## src/rtl/cfg_bank_pkg.sv

```systemverilog
// Package: fixed register addresses and debug-control field positions.
// Assumes byte-wide registers; mask and general bases are derived in the top.
package cfg_bank_pkg;
    localparam int ADR_STATUS = 0;
    localparam int ADR_RXCNT  = 1;
    localparam int ADR_REJCNT = 2;
    localparam int ADR_LIVE_A = 3;
    localparam int ADR_LIVE_B = 4;
    localparam int ADR_DEBUG  = 5;
    localparam int ADR_MASK0  = 6;

    localparam int DBG_W      = 6;   // stored debug bits
    localparam int DBG_OFF    = 2;   // active-high monitor disable
    localparam int SEL_LSB    = 3;
    localparam int SEL_W      = 3;

    typedef enum logic [1:0] {
        MODE_NONE0    = 2'b00,
        MODE_PLAYBACK = 2'b01,
        MODE_NONE2    = 2'b10,
        MODE_SELFTEST = 2'b11
    } test_mode_e;
endpackage

```

## src/rtl/cfg_bank_cnt.sv

```systemverilog
// Module: saturating event counter with clear-on-write.
// Assumes clr comes from any bus write to the counter's address; clear wins.
module cfg_bank_cnt #(
    parameter int W = 8
) (
    input  logic         clk,
    input  logic         rst_n,
    input  logic         clr,
    input  logic         inc,
    output logic [W-1:0] q
);
    // Count up to all-ones, clear on write.
    always_ff @(posedge clk) begin
        if (!rst_n)
            q <= '0;
        else if (clr)
            q <= '0;
        else if (inc && (q != {W{1'b1}}))
            q <= q + 1'b1;
    end
endmodule

```

## src/rtl/cfg_bank_mon.sv

```systemverilog
// Module: monitor pin multiplexer.
// Picks one status pair by code; codes at or above N_PAIRS, or disable, give 0.
// Outputs are registered, so the pins lag the inputs by one cycle.
module cfg_bank_mon #(
    parameter int N_PAIRS = 5,
    parameter int SEL_W   = 3
) (
    input  logic               clk,
    input  logic               rst_n,
    input  logic [SEL_W-1:0]   sel,
    input  logic               off,
    input  logic [N_PAIRS-1:0] sig_a,
    input  logic [N_PAIRS-1:0] sig_b,
    output logic               mon_a,
    output logic               mon_b
);
    logic pick_a, pick_b;

    // Decode the select code into the chosen pair.
    always_comb begin
        pick_a = 1'b0;
        pick_b = 1'b0;
        for (int k = 0; k < N_PAIRS; k++) begin
            if (!off && (int'(sel) == k)) begin
                pick_a = sig_a[k];
                pick_b = sig_b[k];
            end
        end
    end

    // Register the pins.
    always_ff @(posedge clk) begin
        if (!rst_n) begin
            mon_a <= 1'b0;
            mon_b <= 1'b0;
        end else begin
            mon_a <= pick_a;
            mon_b <= pick_b;
        end
    end
endmodule

```

## src/rtl/cfg_bank.sv

```systemverilog
// Module: configuration/status register bank with debug monitor select.
// Assumes a single-cycle write strobe and registered read data; addresses
// beyond the last general register are unmapped (read 0, writes dropped).
module cfg_bank
    import cfg_bank_pkg::*;
#(
    parameter int ADDR_W  = 7,
    parameter int N_GEN   = 56,
    parameter int N_CH    = 32,
    parameter int N_PAIRS = 5
) (
    input  logic               clk,
    input  logic               rst_n,
    input  logic [ADDR_W-1:0]  bus_addr,
    input  logic [7:0]         bus_wdata,
    input  logic               bus_we,
    input  logic               bus_re,
    output logic [7:0]         bus_rdata,
    input  logic               trig_rx_inc,
    input  logic               trig_rej_inc,
    input  logic [7:0]         stat_evt,
    input  logic [N_PAIRS-1:0] sig_a,
    input  logic [N_PAIRS-1:0] sig_b,
    output logic               mon_a,
    output logic               mon_b,
    output logic [N_CH-1:0]    chan_off,
    output logic               selftest_en,
    output logic               playback_en,
    output logic [N_GEN*8-1:0] cfg_gen
);
    localparam int MASK_REGS = N_CH / 8;
    localparam int GEN_BASE  = ADR_MASK0 + MASK_REGS;
    localparam int MAP_END   = GEN_BASE + N_GEN;

    logic [7:0]       status_q;
    logic [7:0]       rx_cnt, rej_cnt;
    logic [DBG_W-1:0] dbg_q;
    logic [7:0]       mask_q [MASK_REGS];
    logic [7:0]       gen_q  [N_GEN];
    logic [7:0]       rd_val;
    logic             wr_status, wr_rx, wr_rej, wr_dbg;
    test_mode_e       mode;

    // Decode writes to the fixed registers.
    always_comb begin
        wr_status = bus_we && (int'(bus_addr) == ADR_STATUS);
        wr_rx     = bus_we && (int'(bus_addr) == ADR_RXCNT);
        wr_rej    = bus_we && (int'(bus_addr) == ADR_REJCNT);
        wr_dbg    = bus_we && (int'(bus_addr) == ADR_DEBUG);
    end

    cfg_bank_cnt #(.W(8)) u_rx_cnt (
        .clk(clk), .rst_n(rst_n), .clr(wr_rx), .inc(trig_rx_inc), .q(rx_cnt)
    );

    cfg_bank_cnt #(.W(8)) u_rej_cnt (
        .clk(clk), .rst_n(rst_n), .clr(wr_rej), .inc(trig_rej_inc), .q(rej_cnt)
    );

    // Sticky status flags; a write clears them and beats new events.
    always_ff @(posedge clk) begin
        if (!rst_n)
            status_q <= '0;
        else if (wr_status)
            status_q <= '0;
        else
            status_q <= status_q | stat_evt;
    end

    // Debug control storage.
    always_ff @(posedge clk) begin
        if (!rst_n)
            dbg_q <= '0;
        else if (wr_dbg)
            dbg_q <= bus_wdata[DBG_W-1:0];
    end

    // Channel mask registers, one byte per eight channels.
    for (genvar k = 0; k < MASK_REGS; k++) begin : g_mask
        always_ff @(posedge clk) begin
            if (!rst_n)
                mask_q[k] <= '0;
            else if (bus_we && (int'(bus_addr) == ADR_MASK0 + k))
                mask_q[k] <= bus_wdata;
        end
        assign chan_off[8*k +: 8] = mask_q[k];
    end

    // General configuration registers.
    for (genvar g = 0; g < N_GEN; g++) begin : g_gen
        always_ff @(posedge clk) begin
            if (!rst_n)
                gen_q[g] <= '0;
            else if (bus_we && (int'(bus_addr) == GEN_BASE + g))
                gen_q[g] <= bus_wdata;
        end
        assign cfg_gen[8*g +: 8] = gen_q[g];
    end

    // Test-mode decode: bit 0 enables, bit 1 picks self-test over play-back.
    always_comb begin
        mode        = test_mode_e'(dbg_q[1:0]);
        selftest_en = (mode == MODE_SELFTEST);
        playback_en = (mode == MODE_PLAYBACK);
    end

    cfg_bank_mon #(.N_PAIRS(N_PAIRS), .SEL_W(SEL_W)) u_mon (
        .clk   (clk),
        .rst_n (rst_n),
        .sel   (dbg_q[SEL_LSB +: SEL_W]),
        .off   (dbg_q[DBG_OFF]),
        .sig_a (sig_a),
        .sig_b (sig_b),
        .mon_a (mon_a),
        .mon_b (mon_b)
    );

    // Read multiplexer over the whole map; unmapped gives zero.
    always_comb begin
        rd_val = 8'h00;
        case (int'(bus_addr))
            ADR_STATUS: rd_val = status_q;
            ADR_RXCNT:  rd_val = rx_cnt;
            ADR_REJCNT: rd_val = rej_cnt;
            ADR_LIVE_A: rd_val = 8'(sig_a);
            ADR_LIVE_B: rd_val = 8'(sig_b);
            ADR_DEBUG:  rd_val = 8'(dbg_q);
            default:    rd_val = 8'h00;
        endcase
        for (int k = 0; k < MASK_REGS; k++)
            if (int'(bus_addr) == ADR_MASK0 + k) rd_val = mask_q[k];
        for (int g = 0; g < N_GEN; g++)
            if (int'(bus_addr) == GEN_BASE + g) rd_val = gen_q[g];
    end

    // Registered read data, held between reads.
    always_ff @(posedge clk) begin
        if (!rst_n)
            bus_rdata <= '0;
        else if (bus_re)
            bus_rdata <= rd_val;
    end
endmodule

```

## config.mk

```make
export PLATFORM = sky130hd
export DESIGN_NAME = cfg_bank
export DESIGN_NICKNAME = d
export VERILOG_FILES = /design/src/rtl/cfg_bank_pkg.sv /design/src/rtl/cfg_bank_cnt.sv /design/src/rtl/cfg_bank_mon.sv /design/src/rtl/cfg_bank.sv
export SDC_FILE = /design/constraint.sdc
export NUM_CORES = 1
export LEC_CHECK = 0
export ABC_CLOCK_PERIOD_IN_PS = 3100
export BUFFER_PORTS_ARGS = -buffer_cell sky130_fd_sc_hd__buf_2
export CAP_MARGIN = 20
export CORE_ASPECT_RATIO = 0.8
export CORE_MARGIN = 5
export CORE_UTILIZATION = 35
export CTS_CLUSTER_SIZE = 28
export DETAILED_ROUTE_END_ITERATION = 12
export HOLD_SLACK_MARGIN = 0.08
export PLACE_DENSITY = 0.62
export SLEW_MARGIN = 40
export SYNTH_ARGS = -nofsm -noshare
export SYNTH_HDL_FRONTEND = slang
export SYNTH_SLANG_ARGS = --single-unit
```

## constraint.sdc

```tcl
create_clock -name clk -period 3.1 [get_ports clk]
set_input_delay 0.31 -clock clk [delete_from_list [all_inputs] [get_ports clk]]
set_output_delay 0.31 -clock clk [all_outputs]
set_load 0.005 [all_outputs]
```

* Word-level counts from Yosys, hierarchy flattened
Memories as Yosys holds them, arrays and structs flattened.
Index checks and enable logic that the tools add are counted.
** Word-level totals
- Flip-flop bits (word level) :: 40
- Memory bits (writable) :: 480
- Bits of input ports :: 39
- Output and inout port bits :: 492
- Memories kept :: 2
** Cells by class
- Add/subtract/negate cells :: 2
- Equal/unequal tests :: 76
- Mux-type cells :: 312
- Bitwise operators :: 62
- Reduce and logical (&&, ||, !) cells :: 78
** Memory list
- gen_q :: words 56, bits a word 8, rd ports 56, clocked after Yosys merged registers in 0, wr ports 56, RTL line cfg_bank.sv:39 : logic [7:0] gen_q [N_GEN];
- mask_q :: words 4, bits a word 8, rd ports 4, clocked after Yosys merged registers in 0, wr ports 4, RTL line cfg_bank.sv:38 : logic [7:0] mask_q [MASK_REGS];
** Operator list (number)
- 2-to-1 mux 8 bit :: 120
- equality test 7 bit, second input constant :: 34
- 2-to-1 mux 1 bit :: 191
- equality test 7 x 6 -> 1 bit, second input constant :: 16
- logical AND 1 bit :: 71
- bitwise OR 1 bit :: 60
- equality test 7 x 5 -> 1 bit, second input constant :: 8
- one-hot mux 8 bit (6 select lines) :: 1
- equality test 7 x 2 -> 1 bit, second input constant :: 3
- equality test 7 x 3 -> 1 bit, second input constant :: 3
- equality test 7 x 4 -> 1 bit, second input constant :: 3
- adder 8 x 1 -> 8 bit, second input constant :: 2
- != test 8 bit, second input constant :: 2
- logical NOT 7 bit :: 2
- equality test 3 bit, second input constant :: 3
- bitwise OR 8 bit :: 1
- equality test 7 x 1 -> 1 bit, second input constant :: 1
- OR reduction 2 bit :: 3
- equality test 3 x 2 -> 1 bit, second input constant :: 1
- logical NOT 3 bit :: 1
- equality test 2 x 1 -> 1 bit, second input constant :: 1
- equality test 2 bit, second input constant :: 1
- logical NOT 1 bit :: 1
- inverter 1 bit :: 1

* Longest topological paths before layout
- Depth after elaboration :: 62
- Mapped depth :: 13
- Gate-level depth less buffers :: 8

* By module
Synthesis repeated with hierarchy kept, for this count alone.
** Second synthesis, totals
- Cell total of the unflattened synthesis :: 2474
- Area total of the unflattened synthesis :: 27010.9 sq um
** By module, submodules not included
- cfg_bank :: instances 1, cells each 2359, area an instance 25993.7 sq um, seq. area each 14854.2 sq um
- cfg_bank_cnt :: instances 2, cells each 46, area an instance 421.7 sq um, seq. area each 160.2 sq um
- cfg_bank_mon :: instances 1, cells each 23, area an instance 173.9 sq um, seq. area each 40.0 sq um

* Worst setup path after synthesis
Ideal clock, no wire load.
- Path type :: input -> register
- From :: input port bus_addr[5]
- To :: memory gen_q[26][0], in the netlist gen_q[0][208] (enable)
- Setup time :: 384 ps
- Data arrival time :: 2290 ps
- Required time :: 2716 ps
- Slack :: 426 ps
- Cell stages on the path :: 6
- Path buffers :: 3
- Path through :: buf_2 -> nor3b_1 -> clkbuf_1 -> clkbuf_1 -> nand2_1 -> o21ai_0
** RTL lines
- from (decl) :: RTL line cfg_bank.sv:14 : input logic [ADDR_W-1:0] bus_addr,
- to (decl) :: RTL line cfg_bank.sv:39

* Worst setup path after layout
- From :: register u_rej_cnt.q[4]
- To :: register bus_rdata[4]
** On the way
- Cells in the longest elaborated chain, start to end :: 61
** Ends and longest elaborated chain
- from (decl) :: RTL line cfg_bank_cnt.sv:10 : output logic [W-1:0] q
- from (signal assigned) :: RTL line cfg_bank_cnt.sv:19 : q <= q + 1'b1;
- one-hot mux 8 bit (6 select lines) :: RTL line cfg_bank.sv:121 : case (int'(bus_addr))
- 2-to-1 mux 8 bit (4 in series) :: RTL line cfg_bank.sv:131 : if (int'(bus_addr) == ADR_MASK0 + k) rd_val = mask_q[k];
- 2-to-1 mux 8 bit (56 in series) :: RTL line cfg_bank.sv:133 : if (int'(bus_addr) == GEN_BASE + g) rd_val = gen_q[g];
- to (signal assigned) :: RTL line cfg_bank.sv:141 : bus_rdata <= rd_val;
- to (decl) :: RTL line cfg_bank.sv:18 : output logic [7:0] bus_rdata,
No other way between the ends.
A chain may end at the register's enable or synchronous reset.

==> impl_results.md <==
* Final antenna-violating net count at 0
* Fillers at 6976
* P_leak at about 0.014 uW
* Highest achievable clock rate at 350 MHz
* Final Skew at 0.0347 ns
* Headroom to the max-slew limit at 0.391
* Area of the mapped netlist at ~0.026 mm^2
* Number of non-filler instances in the completed layout at 4072
* Starting Density at 0.355
* Worst reg2reg path depth at 12
* Final Critical Period at 2.86 ns
* Ratio of cells with drive above 1 in the final layout at 0.292
* Post-synthesis instance total at 2425
* Element type at the critical path start: register
* Top-count cell post-synth: sky130_fd_sc_hd__edfxtp_1
* Fin. Hold Viols at 0
* Number of max-cap violations at 0
* Number of antenna violations at the first check in global routing at 15
* Chip Width at 316 um
* Tightest Pin Transition at slightly above 0.9 ns
* Setup TNS at 0 ns
* Layout-stage area growth over the synthesis result at 26.4%
* Cell accounting for the most synthesized area: sky130_fd_sc_hd__edfxtp_1
* Row count at 89
* I/O Buffers at 530
* Synth warnings at 0
* Depth of the CTS H-tree at 2
* Hold buffers post-CTS at 9
* Global routing usage summed across all routing layers at 0.334
* Synth top area cells: sky130_fd_sc_hd__edfxtp_1 55%, sky130_fd_sc_hd__and3_1 6.7%, sky130_fd_sc_hd__and2_1 5.1%
* Post-route DRC violation count at 0
* Endpoint required time on the critical path at 3.60 ns
* Global-route wire length before repair at 191 mm
* Worst-path fanout max at 5
* Insertion delay of the later-clocked pin in the worst-skew pair at 0.62 ns
* Inst Count DP at 3962
* HPWL reported at the end of detailed placement at 108 mm
* Clock tree root buffer cell: sky130_fd_sc_hd__clkbuf_16
* TritonCTS Sinks at 520
* Layout Utilization at 0.448
* Core Area at 0.0741 mm^2
* Setup crit end kind: register
* Seq cells post-synth at 520
* Total global routing overflow at 0
* Number of different library cells in the post-synthesis netlist at 89
* Via count of the first global-routing pass at 23700
* Final period util at 0.923
* Share of the yosys chip area belonging to registers at 0.579
* Crit path DAT at 3.36 ns
* Iteration-0 DRC count of the detailed router at 4191
* WL/cell at 34.9 um
* Worst Hold Depth at 3
* Number of search-and-repair iterations in the first detailed-routing pass at 7
* Via density at around 6.3
* Type of the most critical hold path: in2reg
* Class of the most critical setup path: reg2reg
* Post-synth EDFFs at 480
* Worst IR Drop VDD at a little over 300 uV
* Setup repair after global routing missed its margin: false
* Setup bufs post-CTS at 0
* Clock slew at reported path FFs at approximately 0.07 ns
* Num ports at 531
* Via count of the routed design at 25500
* Area share of the largest cell type after synthesis at 0.549
* CTS tree: built
* Share of flip-flops with an asynchronous set or reset after synthesis at 0
* Inserted Clock Buffers at between 50 and 60
* Gates resized, CTS repair at 0
* Mapped Avg Cell Area at 10.8 um^2
* Total setup violations reported at the end of the flow at 0
* Worst-case clock buffer depth at 3
* Final #Nets at 3067
* Pwr/cell area at about 510 mW/mm^2
* Number of pins exceeding their max-slew limit in the final report at 0
* Total nets after synthesis at 2466
* Run status: finished, final reports clean
* Last weighted congestion value of the routability-driven placer at 1.07
* Commonest register cell after synthesis: sky130_fd_sc_hd__edfxtp_1
* Die extent in y at 255 um
* Pin count of the biggest net entering global routing at 257
* List of most frequent post-synthesis cells: 480 x sky130_fd_sc_hd__edfxtp_1, 280 x sky130_fd_sc_hd__and3_1, 213 x sky130_fd_sc_hd__and2_1
* Overall die area at 0.0806 mm^2
* Total wire length at between 100 and 150 mm
==> state kept, by name (all words and copies together) (netlist names) <==
register / count
u_rx_cnt.q: 8
mask_q: 32
u_rej_cnt.q: 8
u_mon.mon_b: 1
bus_rdata: 8
gen_q: 448
u_mon.mon_a: 1
status_q: 8
dbg_q: 6
==> routing by layer <==
metal	GRT usage	up-vias	share of wire	wire length [um]
met4	0.101	6	0.037	5310
li1	-	10300	-	-
met3	0.105	335	0.14	19800
met1	0.462	12700	0.39	55100
met2	0.509	2112	0.44	62000
met5	0	-	0.00029	41
==> cells by family (layout without fill, tap and decap cells) <==
kind of cell,after synthesis,in the layout,synth area share
buffers and inverters,252,889,0.0392
XOR/XNOR,10,10,0.00334
adder cells (fa/ha/maj),2,2,0.000953
AND/OR/NAND/NOR,1050,1050,0.219
flip-flops,520,520,0.579
multiplexers,47,47,0.0200
other,0,9,0
AO/OA/AOI/OAI,544,544,0.138
==> power by group <==
group / internal, uW / switching (uW) / leakage, uW
logic: 673 / 1260 / 0.00791
clock network: 3490 / 2800 / 0.000795
registers: 8030 / 516 / 0.00489
==> worst max-delay path, stage by stage (launching register included) <==
cell                       delay, ns
sky130_fd_sc_hd__dfxtp_1        0.37
sky130_fd_sc_hd__o21ai_1        0.18
sky130_fd_sc_hd__a21oi_1        0.09
sky130_fd_sc_hd__o31ai_1        0.26
sky130_fd_sc_hd__buf_4          0.16
sky130_fd_sc_hd__a211oi_1       0.07
sky130_fd_sc_hd__o21ai_0        0.59
sky130_fd_sc_hd__buf_4          0.22
sky130_fd_sc_hd__a21oi_1        0.09
sky130_fd_sc_hd__buf_4          0.17
sky130_fd_sc_hd__o41ai_1        0.32
sky130_fd_sc_hd__buf_4          0.18
sky130_fd_sc_hd__a21oi_1        0.05
==> final timing paths <==
path,from,to,slack (ns)
hold reg to reg,status_q[7]$_SDFF_PP0_,status_q[7]$_SDFF_PP0_,0.52
setup / recovery,u_rej_cnt.q[4]$_SDFFE_PP0P_,bus_rdata[4]$_SDFFE_PN0P_,0.24
setup reg to reg,u_rej_cnt.q[4]$_SDFFE_PP0P_,bus_rdata[4]$_SDFFE_PN0P_,0.24
hold / removal,sig_a[4],u_mon.mon_a$_SDFF_PN0_,0.14
==> layout by cell type, fill, tap and decap left out, types with 24 or more instances in the layout <==
| cell | n |
|---|---|
| sky130_fd_sc_hd__edfxtp_1 | 480 |
| sky130_fd_sc_hd__mux2i_1 | 30 |
| sky130_fd_sc_hd__o22ai_1 | 45 |
| sky130_fd_sc_hd__a211oi_1 | 26 |
| sky130_fd_sc_hd__nor2_1 | 169 |
| sky130_fd_sc_hd__o221ai_1 | 25 |
| sky130_fd_sc_hd__o21ai_1 | 24 |
| sky130_fd_sc_hd__buf_2 | 519 |
| sky130_fd_sc_hd__buf_4 | 237 |
| sky130_fd_sc_hd__dfxtp_1 | 40 |
| sky130_fd_sc_hd__o21ai_0 | 105 |
| sky130_fd_sc_hd__a21oi_1 | 111 |
| sky130_fd_sc_hd__nand2_1 | 191 |
| sky130_fd_sc_hd__and2_1 | 212 |
| sky130_fd_sc_hd__nor3_1 | 34 |
| sky130_fd_sc_hd__a22oi_1 | 40 |
| sky130_fd_sc_hd__and3_1 | 280 |
| sky130_fd_sc_hd__nand3_1 | 32 |
| sky130_fd_sc_hd__clkbuf_16 | 54 |
==> stage by stage <==
| step | power (uW) | setup WS [ns] | hold WS [ns] | instance area, um^2 |
|---|---|---|---|---|
| after floorplan | 9110 | 0.426 | 0.426 | 26300 |
| after global placement | 10500 | -0.00340 | 0.493 | 31400 |
| after detailed placement | 10500 | -0.0759 | 0.503 | 31400 |
| after CTS | 16700 | 0.413 | 0.116 | 33100 |
| after global routing | 17100 | 0.211 | 0.177 | 33200 |
| final | 16800 | 0.239 | 0.142 | 33200 |
==> area by class of cell <==
type	count	area, um^2	share of cell area
Multi-Input combinational cell	1653	10100	0.304
Clock buffer	63	1390	0.0417
Clock inverter	27	245	0.00739
Tap cell	1001	1250	0.0377
Sequential cell	520	15200	0.458
Timing Repair Buffer	793	4970	0.150
Antenna cell	9	22.5	0.000678
Inverter	6	22.5	0.000678
No activity file was read; power rests on OpenSTA's default activity.
